**src/rtl/secmem_2w_front.sv**
```systemverilog
module secmem_2w_front #(
  parameter int          WR_TICKS = 2000,
  parameter logic [31:0] ATR_WORD = 32'h3B96_C05A
) (
  input  logic        clk,
  input  logic        rst_n,
  input  logic        scl_i,
  input  logic        sda_i,
  output logic        sda_oe_o,
  input  logic        card_rst_i,
  input  logic [2:0]  fuses_i,
  output logic        mem_req_o,
  output logic        mem_we_o,
  output logic [2:0]  mem_cmd_o,
  output logic [10:0] mem_addr_o,
  output logic [7:0]  mem_wdata_o,
  input  logic        mem_gnt_i,
  input  logic [7:0]  mem_rdata_i,
  output logic        mem_commit_o,
  output logic        busy_o,
  output logic        priv_clr_o
);

  localparam int CW = $clog2(WR_TICKS + 1);

  typedef enum logic [2:0] {S_IDLE, S_RX, S_RXACK, S_TX, S_TXACK} st_t;

  logic [2:0] scl_q, sda_q, crst_q;
  always_ff @(posedge clk or negedge rst_n)
    if (!rst_n) begin
      scl_q  <= 3'b000;
      sda_q  <= 3'b111;
      crst_q <= 3'b000;
    end else begin
      scl_q  <= {scl_q[1:0], scl_i};
      sda_q  <= {sda_q[1:0], sda_i};
      crst_q <= {crst_q[1:0], card_rst_i};
    end

  logic scl_s, sda_s, crst_s;
  assign scl_s  = scl_q[1];
  assign sda_s  = sda_q[1];
  assign crst_s = crst_q[1];

  logic scl_rise, scl_fall, start_c, stop_c, crst_rise;
  assign scl_rise  = scl_s & ~scl_q[2];
  assign scl_fall  = ~scl_s & scl_q[2];
  assign start_c   = scl_s & scl_q[2] & sda_q[2] & ~sda_s;
  assign stop_c    = scl_s & scl_q[2] & ~sda_q[2] & sda_s;
  assign crst_rise = crst_s & ~crst_q[2];

  st_t        st;
  logic [2:0] bitcnt;
  logic [6:0] sh;
  logic [3:0] nbyte;
  logic [2:0] cmd;
  logic [7:0] addr;
  logic [2:0] zone;
  logic       zone_ok;
  logic       ackit, ph, go_tx, drive_ack;
  logic       wr_pend, fuse_only, host_ack;
  logic [7:0] tx_sh;
  logic [CW-1:0] busy_cnt;
  logic       atr_on;
  logic [4:0] aidx;

  logic [7:0] byte_in;
  logic       cmd_ok, cmd_wr;
  assign byte_in = {sh, sda_s};
  assign cmd_ok  = (byte_in[7:3] == 5'b10110) && (busy_cnt == '0) &&
                   (zone_ok || (byte_in[2:1] != 2'b00));
  assign cmd_wr  = (byte_in[2:0] == 3'd0) || (byte_in[2:0] == 3'd3) ||
                   (byte_in[2:0] == 3'd4) || (byte_in[2:0] == 3'd6) ||
                   (byte_in[2:0] == 3'd7);

  assign busy_o   = (busy_cnt != '0);
  assign sda_oe_o = drive_ack | ((st == S_TX) & ~tx_sh[7]) | (atr_on & ~ATR_WORD[aidx]);

  always_ff @(posedge clk or negedge rst_n)
    if (!rst_n) begin
      st <= S_IDLE;       bitcnt <= '0;     sh <= '0;        nbyte <= '0;
      cmd <= '0;          addr <= '0;       zone <= '0;      zone_ok <= 1'b0;
      ackit <= 1'b0;      ph <= 1'b0;       go_tx <= 1'b0;   drive_ack <= 1'b0;
      wr_pend <= 1'b0;    fuse_only <= 1'b0; host_ack <= 1'b0; tx_sh <= 8'hFF;
      busy_cnt <= '0;     atr_on <= 1'b0;   aidx <= '0;
      mem_req_o <= 1'b0;  mem_we_o <= 1'b0; mem_cmd_o <= '0; mem_addr_o <= '0;
      mem_wdata_o <= '0;  mem_commit_o <= 1'b0; priv_clr_o <= 1'b0;
    end else begin
      mem_req_o    <= 1'b0;
      mem_commit_o <= 1'b0;
      priv_clr_o   <= 1'b0;
      if (busy_cnt != '0) busy_cnt <= busy_cnt - CW'(1);
      if (mem_req_o && !mem_we_o) tx_sh <= mem_gnt_i ? mem_rdata_i : 8'h00;
      if (atr_on && scl_fall) begin
        if (aidx == 5'd31) atr_on <= 1'b0;
        else aidx <= aidx + 5'd1;
      end

      if (crst_rise) begin
        st <= S_IDLE; atr_on <= 1'b1; aidx <= '0; priv_clr_o <= 1'b1;
        drive_ack <= 1'b0; wr_pend <= 1'b0;
      end else if (start_c && !crst_s) begin
        st <= S_RX; bitcnt <= '0; nbyte <= '0; drive_ack <= 1'b0;
        wr_pend <= 1'b0; atr_on <= 1'b0;
      end else if (stop_c) begin
        st <= S_IDLE; drive_ack <= 1'b0;
        if (wr_pend) begin
          mem_commit_o <= 1'b1;
          busy_cnt     <= CW'(WR_TICKS);
          wr_pend      <= 1'b0;
        end
      end else begin
        case (st)
          S_RX: if (scl_rise) begin
            if (bitcnt != 3'd7) begin
              sh     <= {sh[5:0], sda_s};
              bitcnt <= bitcnt + 3'd1;
            end else begin
              st <= S_RXACK; ph <= 1'b0; go_tx <= 1'b0;
              if (nbyte != 4'hF) nbyte <= nbyte + 4'd1;
              if (nbyte == 4'd0) begin
                ackit   <= cmd_ok;
                cmd     <= byte_in[2:0];
                wr_pend <= cmd_ok && cmd_wr;
              end else begin
                case (cmd)
                  3'd0, 3'd4: begin
                    ackit <= 1'b1;
                    if (nbyte == 4'd1) addr <= byte_in;
                    else begin
                      mem_req_o   <= 1'b1;
                      mem_we_o    <= 1'b1;
                      mem_cmd_o   <= cmd;
                      mem_addr_o  <= (cmd == 3'd0) ? {zone, addr} : {3'b000, addr};
                      mem_wdata_o <= byte_in;
                      addr[3:0]   <= addr[3:0] + 4'd1;
                    end
                  end
                  3'd1, 3'd5: begin
                    ackit <= 1'b1;
                    addr  <= byte_in;
                    go_tx <= 1'b1;
                  end
                  3'd2: begin
                    ackit <= (nbyte == 4'd1);
                    if (nbyte == 4'd1) begin
                      zone    <= byte_in[2:0];
                      zone_ok <= 1'b1;
                    end
                  end
                  default: begin
                    ackit       <= 1'b1;
                    mem_req_o   <= 1'b1;
                    mem_we_o    <= 1'b1;
                    mem_cmd_o   <= cmd;
                    mem_addr_o  <= {7'b0, 4'(nbyte - 4'd1)};
                    mem_wdata_o <= byte_in;
                  end
                endcase
              end
            end
          end
          S_RXACK: if (scl_fall) begin
            if (!ph) begin
              ph        <= 1'b1;
              drive_ack <= ackit;
              if (ackit && go_tx) begin
                if (cmd == 3'd5 && addr == 8'h80) begin
                  tx_sh     <= {5'b00000, fuses_i};
                  fuse_only <= 1'b1;
                end else begin
                  fuse_only  <= 1'b0;
                  mem_req_o  <= 1'b1;
                  mem_we_o   <= 1'b0;
                  mem_cmd_o  <= cmd;
                  mem_addr_o <= (cmd == 3'd1) ? {zone, addr} : {3'b000, addr};
                end
              end
            end else begin
              drive_ack <= 1'b0;
              bitcnt    <= '0;
              if (!ackit)     st <= S_IDLE;
              else if (go_tx) st <= S_TX;
              else            st <= S_RX;
            end
          end
          S_TX: if (scl_fall) begin
            if (bitcnt == 3'd7) begin
              st   <= S_TXACK;
              addr <= (cmd == 3'd5) ? {addr[7], addr[6:0] + 7'd1} : addr + 8'd1;
            end else begin
              tx_sh  <= {tx_sh[6:0], 1'b1};
              bitcnt <= bitcnt + 3'd1;
            end
          end
          S_TXACK: begin
            if (scl_rise) begin
              host_ack <= ~sda_s;
              if (!sda_s && !fuse_only) begin
                mem_req_o  <= 1'b1;
                mem_we_o   <= 1'b0;
                mem_cmd_o  <= cmd;
                mem_addr_o <= (cmd == 3'd1) ? {zone, addr} : {3'b000, addr};
              end
            end
            if (scl_fall) begin
              bitcnt <= '0;
              st     <= (host_ack && !fuse_only) ? S_TX : S_IDLE;
            end
          end
          default: ;
        endcase
      end
    end

  AST_ACK_IN_SLOT: assert property (@(posedge clk) disable iff (!rst_n)
    drive_ack |-> (st == S_RXACK));

  AST_USER_NEEDS_ZONE: assert property (@(posedge clk) disable iff (!rst_n)
    (mem_req_o && mem_cmd_o[2:1] == 2'b00) |-> zone_ok);

  AST_COMMIT_SETS_BUSY: assert property (@(posedge clk) disable iff (!rst_n)
    mem_commit_o |-> busy_o);

  AST_NO_REQ_BUSY: assert property (@(posedge clk) disable iff (!rst_n)
    busy_o |-> !mem_req_o);

  AST_PRIV_SINGLE: assert property (@(posedge clk) disable iff (!rst_n)
    priv_clr_o |=> !priv_clr_o);

  AST_SDA_MOVES_LOW: assert property (@(posedge clk) disable iff (!rst_n)
    (sda_oe_o != $past(sda_oe_o)) |-> !scl_s);

endmodule

```
**config.mk**
```make
export PLATFORM = sky130hd
export DESIGN_NAME = secmem_2w_front
export DESIGN_NICKNAME = d
export VERILOG_FILES = /design/src/rtl/secmem_2w_front.sv
export SDC_FILE = /design/constraint.sdc
export NUM_CORES = 1
export LEC_CHECK = 0
export ABC_AREA = 1
export BUFFER_PORTS_ARGS = -buffer_cell sky130_fd_sc_hd__buf_2
export CELL_PAD_IN_SITES_DETAIL_PLACEMENT = 0
export CELL_PAD_IN_SITES_GLOBAL_PLACEMENT = 1
export CORE_AREA = 2 2 114 116
export DETAILED_ROUTE_END_ITERATION = 6
export DIE_AREA = 0 0 116 118
export PLACE_DENSITY = 0.77
export RECOVER_POWER = 25
export SYNTH_ARGS = -nofsm -noshare
export SYNTH_HDL_FRONTEND = slang
export SYNTH_SLANG_ARGS = --single-unit
```
**constraint.sdc**
```tcl
create_clock -name clk -period 2.4 [get_ports clk]
set_input_delay 0.24 -clock clk [delete_from_list [all_inputs] [get_ports clk]]
set_output_delay 0.24 -clock clk [all_outputs]
set_load 0.005 [all_outputs]
```
# ---- Word-level counts from Yosys, hierarchy flattened
# Memory sizes are Yosys's and may differ from the RTL's.
# Cells that the tools add are included.
dict set report totals {
  reg_bits 99
  rom_bits 32
  inputBits 17
  out_inout_bits 28
  elab_cells 331
  n_memories 1
}
# memory depth width rd rd_clocked_by_memory_dff write_ports line
set memory_table {}
lappend memory_table {{(name not given)} 32 1 1 0 0 77} ;# assign sda_oe_o = drive_ack | ((st == S_TX) & ~tx_sh[7]) | (atr_on & ~ATR_WORD[aidx]);
dict set report op_classes {
  addsub 8
  magnitude_cmp 1
  n_eq_ne 54
  mux 147
  n_bitwise 26
  n_reduce_logical 63
}
# operator n
set ops {}
lappend ops {{$mux 11} 17}
lappend ops {{$mux 8} 18}
lappend ops {{$mux 3} 29}
lappend ops {{$pmux 8 s2} 4}
lappend ops {{$mux 1} 54}
lappend ops {{$pmux 11 s3} 1}
lappend ops {{$mux 4} 8}
lappend ops {{$ne 2x2->1 const B} 15}
lappend ops {{$ne 3x3->1 const B} 9}
lappend ops {{$ne 5x5->1 const B} 5}
lappend ops {{$pmux 3 s4} 2}
lappend ops {{$pmux 11 s2} 1}
lappend ops {{$eq 3x3->1 const B} 7}
lappend ops {{$reduce_and 7->1} 3}
lappend ops {{$reduce_and 10->1} 2}
lappend ops {{$reduce_bool 4->1} 5}
lappend ops {{$reduce_and 6->1} 3}
lappend ops {{$reduce_and 9->1} 2}
lappend ops {{$mux 5} 3}
lappend ops {{$reduce_and 15->1} 1}
lappend ops {{$not 1->1} 14}
lappend ops {{$reduce_bool 2->1} 7}
lappend ops {{$eq 3x2->1 const B} 4}
lappend ops {{$reduce_and 12->1} 1}
lappend ops {{42 further kinds} 84}

# ---- Logic depth before layout (Yosys ltp)
# Gate-level depths: netlist (run 1).
dict set report logic_depth {
  word_depth 13
  depth_mapped 13
  ltp_nobuf 12
}

# ---- Worst setup path after synthesis (run 1)
# Ideal clock, no wire load.
dict set report synth_path {
  path_kind {register to register}
  from {register sda_q[2]}
  to {register mem_we_o}
  setup_ps 121
  t_arrival_ps 1605
  slack_ps 674
  path_stages_with_launch 9
  n_path_buf 1
  synth_period_minus_slack_ps 1726
  path_cell_list {dfstp_2 > inv_1 > nand4_1 > nand3_1 > nor3_4 > nand2_2 > buf_6 > nand2_1 > nand2_1}
}
dict set report synth_via {
  elab_chain_cells 5
  word_cells_on_any_way 9
  classes_between {bitwise: 7; reduce/logical: 2}
}
# item line
set synth_lines {}
lappend synth_lines {{from (decl)} 28} ;# logic [2:0] scl_q, sda_q, crst_q;
lappend synth_lines {{from (signal assigned)} 36} ;# sda_q <= {sda_q[1:0], sda_i};
lappend synth_lines {{$and 1x1->1 or $not 1->1 (tied branches)} {48, 49}}
lappend synth_lines {{$and 1x1->1, on equally long branches} {48, 49}}
lappend synth_lines {{$logic_and 1x1->1 or $and 1x1->1 (tied branches)} {102, 49}}
lappend synth_lines {{$not 1->1 (no line)} --}
lappend synth_lines {{$reduce_and 15->1 (no line) *} --}
lappend synth_lines {{to (signal assigned)} 86} ;# mem_req_o <= 1'b0; mem_we_o <= 1'b0; mem_cmd_o <= '0; mem_addr_o <= '0;
lappend synth_lines {{to (signal assigned)} 132} ;# mem_we_o <= 1'b1;
lappend synth_lines {{to (signal assigned)} 154} ;# mem_we_o <= 1'b1;
lappend synth_lines {{to (decl)} 13} ;# output logic mem_we_o,
# Mark *: on every way between the ends. The rest lies on a longest branch, timed or not.
# A chain may end at the register's enable or synchronous reset.

# ---- Worst setup path in the final report (run 1)
dict set report layout_path {
  from {register busy_cnt[0]}
  to {output port busy_o}
}
dict set report layout_via {
  elab_chain_cells 1
}
# item line
set layout_lines {}
lappend layout_lines {{from (decl)} 63} ;# logic [CW-1:0] busy_cnt;
lappend layout_lines {{from (signal assigned)} 92} ;# if (busy_cnt != '0) busy_cnt <= busy_cnt - CW'(1);
lappend layout_lines {{from (signal assigned)} 109} ;# busy_cnt <= CW'(WR_TICKS);
lappend layout_lines {{$reduce_bool 11->1} 76} ;# assign busy_o = (busy_cnt != '0);
lappend layout_lines {{to (decl)} 20} ;# output logic busy_o,
# No other way between the ends.

==> results by group, run 1 <==
Final layout
  • Post-layout nets: ~810
  • Post-Route Utilization: 0.5025
  • Layout cells sized above 1: 0.1303
  • Synth-to-layout area growth: 16.66%
  • Filler Cell Count: roughly 1,200
  • Final instance area: 6238 um2
  • Antenna Cells: 0

Placement
  • Post-placement cell area: ~5800 um2
  • RePlAce Congestion: about 0.85
  • HPWL after DPL: 10000 um
  • IO buf count: 44

Route
  • DRT Pass-1 Iters: 5
  • DRC violations left: 0
  • Vias per inst: roughly 5.0
  • Wire length per cell: between 10 and 15 um
  • Via count: around 4,800
  • Routed Antenna Nets: 0
  • Violation count after the first detailed-route iteration: around 340
  • WL final: 13,340 um

Power and ir drop
  • Power Dens Cells: approximately 760 nW/um2
  • Clock network fraction of total power: 0.330
  • Leak: about 3.3 nW
  • Pwr Total: around 4.8 mW
  • Sw Pwr: roughly 1.5 mW
  • Pint: around 3.2 mW
  • Flop pwr share: 0.420
  • Comb pwr share: 0.249
  • Maximum VDD drop: 371.6 uV
  • Sw frac: 0.3231

Global route
  • Total congestion overflow: 0
  • Largest net degree at the start of global routing: 53
  • Global-route wire length before repair: between 20,000 and 25,000 um
  • Vias in the first global route: around 4,400
  • GRT Total Usage: 0.2052
  • Initial antenna violation count: 0

Clocking
  • Clk_lat worst skew: around 0.35 ns
  • Root buf cell: clkbuf_16
  • Clock Pin Slew Worst Setup and Hold Paths: 0.07 ns
  • Clock buffer depth: 2
  • Clock Sinks: 99
  • Num CTS Buffers: 9
  • CTS tree: built
  • H-tree depth: 3

Logic synthesis
  • Post-synth ARST share: 1.000
  • Register area share after synthesis: 0.4658
  • Post-synth EDFFs: 0
  • Synth Register Bits: between 90 and 100
  • Library cells used by synthesis: 34
  • Main synth FF type: dfrtp_1
  • Cell count after synthesis: a little over 700
  • Synth warn: 0
  • Syn nets: 743
  • Synth Cell Area: about 5300 um2
  • Mapped Avg Cell Area: roughly 7.5 um2

Hold path
  • Min-Delay Path Class: in2reg
  • Hold EP: tx_sh[6]
  • WHS Path Cells: 5
  • Startpoint of the worst hold path: mem_rdata_i[6]

Worst setup path
  • CP endpoint kind: primary output
  • Critical setup path kind: reg2out
  • Cell Chain, Critical Path: inv_1, ha_1, nand4_1, nor2_1, nand3_2, buf_2
  • CP startpoint kind: flip-flop
  • R2r endpoint: addr[7]
  • CP Max Fanout: 5
  • CP peak stage delay: around 0.39 ns
  • CP max stage cell: dfrtp_1
  • Req. time, crit path: between 2 and 2.5 ns
  • Critical Path AT: 1.93 ns
  • R2R Setup Slk: around 0.27 ns
  • Reg2Reg Launch Point: sda_q[1]
  • Critical path buffers and inverters: 2
  • Top delay family on crit path: simple AND/OR/NAND/NOR gates
  • FF-to-FF path depth: 7

Floorplan
  • Die width: about 120 um
  • IO Pins: 45
  • FP Rows: 41
  • Core area: ~12,000 um2
  • Die Ht: between 100 and 150 um
  • Starting Density: 0.4308
  • Die area: 13,690 um2

Run status
  • Outcome: finished clean

Timing
  • Hold Fails Final Rpt: 0
  • Pins Over Slew Limit: 0
  • Slew headroom: 0.1027
  • Final setup TNS: 0 ns
  • Worst-Margin Slew: between 1 and 1.5 ns
  • Final Setup Violations: 0
  • Max Fclk: between 400 and 500 MHz
  • Post-route clock period utilization: 0.9053
  • RSZ-0062 raised after global routing: no
  • Min Clock Period, post-route: approximately 2.2 ns
  • Worst-case clock skew: 0.007794 ns

Flow run
  • Max Cap Violations: 0
final cells by class:
class,count,area [um2],area share
multi-input cells,521,2505,0.4015
inverters,81,311.5,0.04994
well taps,172,215.2,0.03450
flip-flops and latches,99,2491,0.3993
repair buffers,66,395.4,0.06338
clock buffers,12,246.5,0.03951
clock inverters,4,73.82,0.01183
power groups by stage:
stage	clock (mW)	combinational, mW	sequential [mW]
2_1_floorplan	0	0.851	2.01
3_3_place_gp	0	1.14	2.03
3_5_place_dp	0	1.16	2.03
4_1_cts	1.62	1.17	2.00
5_1_grt	1.69	1.37	2.03
6_report	1.57	1.19	2.00
worst max-delay path by stage:
stage / from / cells after the start / to / slack, ns
floorplan: sda_q[2] / 8 / mem_we_o / 0.67
global placement: crst_q[1] / 9 / st[2] / 0.10
detailed placement: crst_q[1] / 9 / st[2] / 0.07
CTS: crst_q[1] / 9 / st[2] / 0.05
global route: crst_q[1] / 8 / addr[7] / 0.05
finish: busy_cnt[0] / 6 / busy_o / 0.23
synthesized netlist by cell type (4+ instances only):
cell type	instances	area, um2
ha_1	12	150.1
nand3_1	67	335.3
nand2_1	216	810.8
xor2_1	10	87.58
nor2_1	64	240.2
inv_1	78	292.8
o31ai_1	4	30.03
nand4_1	15	93.84
a21oi_1	26	130.1
clkbuf_1	7	26.28
buf_2	4	20.02
o21ai_0	62	310.3
dfrtp_1	88	2202
dfstp_2	11	289.0
nor3_1	9	45.04
o21ai_1	9	45.04
stage by stage:
step | setup slack, ns | hold slack (ns) | std cells
after floorplan | 0.6742 | -0.05559 | 714
after global routing | 0.05056 | 0.3000 | 955
final | 0.2272 | 0.2659 | 955
after CTS | 0.04823 | 0.2601 | 952
after global placement | 0.1002 | 0.3268 | 932
after detailed placement | 0.06640 | 0.3347 | 932
worst min-delay path, stage by stage:
cell     delay [ns]
buf_2          0.09
nand2_1        0.08
a21oi_1        0.10
nand2_1        0.06
nand2_1        0.05
placed cells by master, fill, tap and decap left out, types with 10 or more instances in the layout:
cell / instances
nand2_1: 216
dfrtp_1: 88
inv_1: 76
nand3_1: 66
nor2_1: 63
o21ai_0: 62
buf_2: 43
a21oi_1: 26
buf_4: 18
nand4_1: 15
ha_1: 12
xor2_1: 10
dfstp_2: 10
layer usage:
metal,share of wire,track usage
met1,0.51,0.3200
met2,0.42,0.2851
met3,0.048,0.03296
met4,0.016,0.07143
met5,0,0
sequential cells by signal, summed over array words and instances, names as in the netlist, 3 cells and up:
name / flops
busy_cnt: 11
cmd: 3
bitcnt: 3
sda_q: 3
nbyte: 4
tx_sh: 8
mem_addr_o: 11
scl_q: 3
addr: 8
sh: 7
mem_wdata_o: 8
aidx: 5
crst_q: 3
zone: 3
st: 3
mem_cmd_o: 3
cell families after synthesis:
| logic type | after synthesis | synth area share |
|---|---|---|
| DFF | 99 | 0.4658 |
| AOI/OAI and AO/OA | 112 | 0.1116 |
| buffers and inverters | 94 | 0.06902 |
| xor gates and xnor gates | 12 | 0.01965 |
| and+or+nand+nor | 385 | 0.3058 |
| adders and majority gates | 12 | 0.02808 |
repair_timing:
item	in CTS	in global routing
endpoints found under the hold margin	40	0
hold buffers	4	0
endpoints found under the setup margin	0	23
gates resized for setup	0	6
buffers inserted	0	3
Note: power is estimated with default switching activity, not from simulation.
==> run 2, diff against run 1 <==
--- a/config.mk
+++ b/config.mk
@@ -9,10 +9,10 @@
 export BUFFER_PORTS_ARGS = -buffer_cell sky130_fd_sc_hd__buf_2
 export CELL_PAD_IN_SITES_DETAIL_PLACEMENT = 0
 export CELL_PAD_IN_SITES_GLOBAL_PLACEMENT = 1
-export CORE_AREA = 2 2 114 116
+export CORE_AREA = 2 2 119 121
 export DETAILED_ROUTE_END_ITERATION = 6
-export DIE_AREA = 0 0 116 118
-export PLACE_DENSITY = 0.77
+export DIE_AREA = 0 0 121 123
+export PLACE_DENSITY = 0.74
 export RECOVER_POWER = 25
 export SYNTH_ARGS = -nofsm -noshare
 export SYNTH_HDL_FRONTEND = slang
==> constraint.sdc (replaced) <==
create_clock -name clk -period 1.9 [get_ports clk]
set_input_delay 0.19 -clock clk [delete_from_list [all_inputs] [get_ports clk]]
set_output_delay 0.19 -clock clk [all_outputs]
set_load 0.005 [all_outputs]
==> results by group, run 2 (same netlist as run 1, synthesis figures left out) <==
Run status
  • Outcome: finished clean (unchanged)

Timing
  • Max Fclk: between 500 and 600 MHz
  • Min Clock Period, post-route: 1.786 ns
  • Worst-case clock skew: 0.009660 ns (was 0.007794 ns)
  • Hold Fails Final Rpt: 0 (unchanged)
  • Post-route clock period utilization: 0.9399
  • RSZ-0062 raised after global routing: yes (was no)
  • Slew headroom: 0.5036 (was 0.1027)
  • Final Setup Violations: 0 (unchanged)
  • Worst-Margin Slew: 0.7446 ns (was 1.346 ns)
  • Final WS setup: 0.1142 ns (was 0.2272 ns)
  • Pins Over Slew Limit: 0 (unchanged)

Flow run
  • Max Cap Violations: 0 (unchanged)

Route
  • DRT Pass-1 Iters: 5 (unchanged)
  • WL final: 13,850 um (was 13,340 um)
  • Routed Antenna Nets: 0 (unchanged)
  • Via count: 4,980 (was 4,769)
  • Vias per inst: 4.945 (was 4.994)
  • DRC violations left: 0 (unchanged)
  • Violation count after the first detailed-route iteration: 382 (was 341)
  • Wire length per cell: 13.75 um (was 13.97 um)

Placement
  • RePlAce Congestion: 0.8901 (was 0.8498)
  • DP Cell Count: 977 (was 932)
  • Setup slack at placement: -0.2039 ns (was 0.06640 ns)
  • IO buf count: 44 (unchanged)
  • HPWL after DPL: 10,360 um (was 10000 um)

Clocking
  • Num CTS Buffers: 9 (unchanged)
  • Root buf cell: clkbuf_16 (unchanged)
  • Clock buffer depth: 2 (unchanged)
  • Clock Sinks: 99 (unchanged)
  • H-tree depth: 3 (unchanged)
  • CTS tree: built (unchanged)
  • Clock Pin Slew Worst Setup and Hold Paths: 0.07 ns (about the same)
  • Clk_lat worst skew: 0.35 ns (about the same)

Global route
  • GRT Total Usage: 0.1974 (was 0.2052)
  • Initial antenna violation count: 0 (unchanged)
  • Total congestion overflow: 0 (unchanged)
  • Global-route wire length before repair: 22,980 um (was 22,230 um)
  • Largest net degree at the start of global routing: 54 (was 53)
  • Vias in the first global route: 4,568 (was 4,431)

Power and ir drop
  • Sw frac: 0.3401 (was 0.3231)
  • Maximum VDD drop: 582.5 uV (was 371.6 uV)
  • Power Dens Cells: 905.6 nW/um2 (was 763.9 nW/um2)
  • Leak: 3.458 nW (was 3.266 nW)
  • Pwr Total: 5.977 mW (was 4.766 mW)
  • Pint: 3.944 mW (was 3.226 mW)
  • Clock network fraction of total power: 0.286 (was 0.330)
  • Sw Pwr: 2.033 mW (was 1.540 mW)
  • Comb pwr share: 0.294 (was 0.249)
  • Flop pwr share: 0.419 (was 0.420)

Worst setup path
  • R2R Setup Slk: 0.13 ns (was 0.27 ns)
  • CP endpoint kind: primary output (unchanged)
  • R2r endpoint: addr[7] (unchanged)
  • Reg2Reg Launch Point: nbyte[1] (was sda_q[1])
  • Critical Path AT: 1.60 ns (was 1.93 ns)
  • CP Max Fanout: 5 (unchanged)
  • CP max stage cell: dfrtp_1 (unchanged)
  • Req. time, crit path: 1.71 ns (was 2.16 ns)
  • Critical setup path kind: reg2out (unchanged)
  • FF-to-FF path depth: 11 (was 7)
  • Cell Chain, Critical Path: inv_2, ha_4, nand4_1, nor2_2, nand3_2, buf_2 (was inv_1, ha_1, nand4_1, nor2_1, nand3_2, buf_2)
  • CP peak stage delay: 0.40 ns (was 0.39 ns)
  • CP startpoint kind: flip-flop (unchanged)

Final layout
  • Commonest non-fill, non-tap cells in the layout: nand2_1, dfrtp_1, inv_1 (unchanged)
  • FF+latch area: 2491 um2 (unchanged)
  • Post-layout nets: 851 (was 807)
  • Post-route insts no fill: 1,007 (was 955)
  • Most common cell after layout, fill and taps aside: nand2_1 (unchanged)
  • Largest regs: busy_cnt (11), mem_addr_o (11) (unchanged)
  • Layout cells sized above 1: 0.1983 (was 0.1303)
  • Filler Cell Count: 1,367 (was 1,219)
  • Synth-to-layout area growth: 23.42% (was 16.66%)
  • Antenna Cells: 0 (unchanged)
  • Post-Route Utilization: 0.4849 (was 0.5025)
  • Multi-input logic area: 2566 um2 (was 2505 um2)

Floorplan
  • FP Rows: 43 (was 41)
  • IO Pins: 45 (unchanged)
  • Starting Density: 0.3929 (was 0.4308)
  • Die Ht: 123 um (was 118 um)
  • Die area: 14,880 um2 (was 13,690 um2)
  • Core area: 13,610 um2 (was 12,410 um2)
  • Die width: 121 um (was 116 um)

Hold path
  • WHS Path Cells: 5 (unchanged)
  • Min-Delay Path Class: in2reg (unchanged)
  • Hold EP: tx_sh[6] (unchanged)
  • Startpoint of the worst hold path: mem_rdata_i[6] (unchanged)
[run 2: changes by cell type in the layout (fill, tap and decap cells not counted), sizes merged]
cell	before	now
buf	61	104
bufinv	2	0
clkbuf	13	11
clkinv	2	4
clkinvlp	2	4
inv	79	80
[run 2: repair_timing]
action	4_1_cts	5_1_grt
pin swaps	5	4
buffers inserted	6	3
hold endpoints to repair	19	0
gates resized for setup	9	19
endpoints found under the setup margin	19	41
cloned	0	1
hold buffers	4	0
[run 2: final cells by class]
class / count / area share
multi-input combinational: 521 / 0.3888
sequential: 99 / 0.3774
timing repair buffer: 109 / 0.1111
tap: 180 / 0.03412
clock inverter: 6 / 0.006445
inverter: 81 / 0.04664
clock buffer: 10 / 0.03469
timing repair inverter: 1 / 0.0007583
[run 2: stage by stage]
step	hold WS [ns]	setup TNS (ns)	area, um2
2_1_floorplan	-0.1056	0	5348
3_3_place_gp	0.1133	-1.734	6146
3_5_place_dp	0.1183	-2.974	6146
4_1_cts	0.1891	0	6550
5_1_grt	0.2277	-0.1338	6600
6_report	0.2033	0	6600
[run 2: layer usage]
metal,track usage,part of all wire,up-vias
li1,-,-,2543
met1,0.2935,0.51,2320
met2,0.2918,0.43,104
met3,0.03506,0.044,13
met4,0.06177,0.014,0
met5,0,0,-
[run 2: worst max-delay path by stage]
stage / from / to / slack [ns] / cells past startpoint
global placement: scl_q[1] / mem_addr_o[5] / -0.12 / 9
finish: busy_cnt[0] / busy_o / 0.11 / 6
floorplan: sda_q[2] / mem_we_o / 0.17 / 8
detailed placement: scl_q[1] / mem_addr_o[1] / -0.20 / 9
global route: aidx[0] / sda_oe_o / -0.07 / 7
CTS: aidx[0] / sda_oe_o / 0.01 / 7
[run 2: power by group through the flow]
stage / clock [mW] / combinational [mW] / sequential, mW
after floorplan: 0 / 1.07 / 2.54
after global placement: 0 / 1.64 / 2.54
after detailed placement: 0 / 1.66 / 2.55
after CTS: 1.76 / 1.73 / 2.51
after global routing: 1.85 / 2.03 / 2.53
final: 1.71 / 1.76 / 2.51
[run 2: worst max-delay path: cells and delay by family (launching register included)]
| kind | cells | cell delay [ns] |
|---|---|---|
| fa+ha+maj | 1 | 0.16 |
| buf+inv | 2 | 0.23 |
| simple gates | 3 | 0.45 |
| flops | 1 | 0.40 |
==> run 3, diff against run 2 <==
--- a/config.mk
+++ b/config.mk
@@ -9,10 +9,11 @@
 export BUFFER_PORTS_ARGS = -buffer_cell sky130_fd_sc_hd__buf_2
 export CELL_PAD_IN_SITES_DETAIL_PLACEMENT = 0
 export CELL_PAD_IN_SITES_GLOBAL_PLACEMENT = 1
-export CORE_AREA = 2 2 119 121
+export CORE_AREA = 2 2 139 141
+export CTS_CLUSTER_DIAMETER = 100
 export DETAILED_ROUTE_END_ITERATION = 6
-export DIE_AREA = 0 0 121 123
-export PLACE_DENSITY = 0.74
+export DIE_AREA = 0 0 141 143
+export PLACE_DENSITY = 0.57
 export RECOVER_POWER = 25
 export SYNTH_ARGS = -nofsm -noshare
 export SYNTH_HDL_FRONTEND = slang
==> results by group, run 3 (same netlist as run 1, synthesis figures left out) <==
Final layout
  • Synth-to-layout area growth: 25.64% (was 23.42%)
  • Layout cells sized above 1: 0.2075 (was 0.1983)
  • Most common cell after layout, fill and taps aside: nand2_1 (unchanged)
  • Commonest non-fill, non-tap cells in the layout: nand2_1, dfrtp_1, inv_1 (unchanged)
  • Post-Route Utilization: 0.3616 (was 0.4849)
  • Final instance area: 6719 um2 (was 6600 um2)
  • Largest regs: busy_cnt (11), mem_addr_o (11) (unchanged)
  • Antenna Cells: 0 (unchanged)
  • Post-layout nets: 853 (was 851)

Global route
  • Total congestion overflow: 0 (unchanged)
  • Vias in the first global route: 4,902 (was 4,568)
  • Global-route wire length before repair: 25,010 um (was 22,980 um)
  • GRT Total Usage: 0.1569 (was 0.1974)
  • Largest net degree at the start of global routing: 46 (was 54)
  • Initial antenna violation count: 0 (unchanged)

Floorplan
  • Die Ht: 143 um (was 123 um)
  • Die area: 20,160 um2 (was 14,880 um2)
  • Die width: 141 um (was 121 um)
  • Core area: 18,580 um2 (was 13,610 um2)
  • FP Rows: 50 (was 43)
  • IO Pins: 45 (unchanged)
  • Starting Density: 0.2878 (was 0.3929)

Clocking
  • Root buf cell: clkbuf_16 (unchanged)
  • Clk_lat worst skew: 0.35 ns (about the same)
  • CTS tree: built (unchanged)
  • Clock buffer depth: 2 (unchanged)
  • Clock Pin Slew Worst Setup and Hold Paths: 0.07 ns (about the same)
  • H-tree depth: 3 (unchanged)
  • Num CTS Buffers: 9 (unchanged)
  • Clock Sinks: 99 (unchanged)

Timing
  • Final setup TNS: 0 ns (unchanged)
  • Min Clock Period, post-route: 1.800 ns (was 1.786 ns)
  • Worst-case clock skew: 0.008369 ns (was 0.009660 ns)
  • Hold Fails Final Rpt: 0 (unchanged)
  • Final WS setup: 0.1003 ns (was 0.1142 ns)
  • Worst-Margin Slew: 0.6942 ns (was 0.7446 ns)
  • Slew headroom: 0.5372 (was 0.5036)
  • Max Fclk: 555.7 MHz (was 560.0 MHz)
  • Post-route clock period utilization: 0.9472 (was 0.9399)
  • Worst hold slack: 0.2069 ns (was 0.2033 ns)
  • Pins Over Slew Limit: 0 (unchanged)
  • Final Setup Violations: 0 (unchanged)

Route
  • WL final: 15,300 um (was 13,850 um)
  • Wire length per cell: 14.40 um (was 13.75 um)
  • DRC violations left: 0 (unchanged)
  • Via count: 4,963 (was 4,980)
  • Violation count after the first detailed-route iteration: 315 (was 382)
  • DRT Pass-1 Iters: 4 (was 5)
  • Vias per inst: 4.669 (was 4.945)
  • Routed Antenna Nets: 0 (unchanged)

Flow run
  • Max Cap Violations: 0 (unchanged)

Worst setup path
  • R2R Setup Slk: 0.10 ns (was 0.13 ns)
  • CP endpoint kind: primary output (unchanged)
  • Cell Chain, Critical Path: inv_2, ha_4, nand4_1, nor2_2, nand3_4, buf_2 (was inv_2, ha_4, nand4_1, nor2_2, nand3_2, buf_2)
  • CP Max Fanout: 4 (was 5)
  • Critical setup path kind: reg2out (unchanged)
  • Critical path buffers and inverters: 2 (unchanged)
  • CP startpoint kind: flip-flop (unchanged)
  • Critical Path AT: 1.61 ns (was 1.60 ns)
  • Req. time, crit path: 1.71 ns (about the same)
  • CP max stage cell: dfrtp_1 (unchanged)
  • Top delay family on crit path: simple AND/OR/NAND/NOR gates (unchanged)
  • CP peak stage delay: 0.41 ns (was 0.40 ns)

Placement
  • HPWL after DPL: 11,550 um (was 10,360 um)
  • IO buf count: 44 (unchanged)
  • Setup slack at placement: 0.05689 ns (was -0.2039 ns)
  • RePlAce Congestion: 0.8602 (was 0.8901)
  • Post-placement cell area: 6256 um2 (was 6146 um2)

Run status
  • Outcome: finished clean (unchanged)

Hold path
  • Min-Delay Path Class: in2reg (unchanged)

Power and ir drop
  • Power Dens Cells: 910.9 nW/um2 (was 905.6 nW/um2)
  • Leak: 3.478 nW (was 3.458 nW)
  • Maximum VDD drop: 450.7 uV (was 582.5 uV)
==> run 3: metrics by stage <==
stage,power (mW),instances
after global placement,4.250,1035
after floorplan,3.610,714
after global routing,6.550,1063
final,6.120,1063
after CTS,6.090,1057
after detailed placement,4.285,1035
==> run 3: worst paths after layout <==
path | start | to | cells after the start
worst min register to register | crst_q[0] | crst_q[1] | 0
worst max-delay path | busy_cnt[0] | busy_o | 6
min in group asynchronous | rst_n | busy_cnt[9] | 2
worst max register to register | st[2] | mem_addr_o[8] | 11
max in group asynchronous | rst_n | scl_q[2] | 3
worst min-delay path | mem_rdata_i[6] | tx_sh[6] | 5
==> run 3: layer usage <==
layer | share of wire | global-route usage
met2 | 0.42 | 0.2344
met4 | 0.015 | 0.04842
met3 | 0.037 | 0.02817
met5 | 0 | 0
met1 | 0.53 | 0.2305
==> run 3: area by class of cell <==
type	instances	area (um2)
Clock inverter	7	53.80
Multi-Input combinational cell	522	2576
Clock buffer	9	225.2
Tap cell	234	292.8
Sequential cell	99	2496
Fill cell	1962	11860
Inverter	81	304.0
Timing Repair Buffer	111	770.7
==> run 3: worst reg2reg max path, delay by kind of cell, from the launching register on <==
family | cells | cell delay (ns)
simple gates | 7 | 0.76
flops | 1 | 0.51
buf+inv | 4 | 0.47
==> run 3: report_power, final <==
group          leakage (nW)  internal [mW]  switching (mW)  total [mW]
Combinational          2.05          0.716            1.12        1.84
Clock                 0.128          0.896           0.874        1.77
Sequential             1.30           2.38           0.133        2.51
Total                  3.48           3.99            2.13        6.12
==> run 3: repair_timing <==
item | 4_1_cts | 5_1_grt
setup buffers | 2 | 5
endpoints found under the setup margin | 2 | 49
hold buffers | 4 | 0
endpoints found under the hold margin | 17 | 0
gates cloned | 0 | 1
pin swaps | 1 | 7
resized for setup | 4 | 31
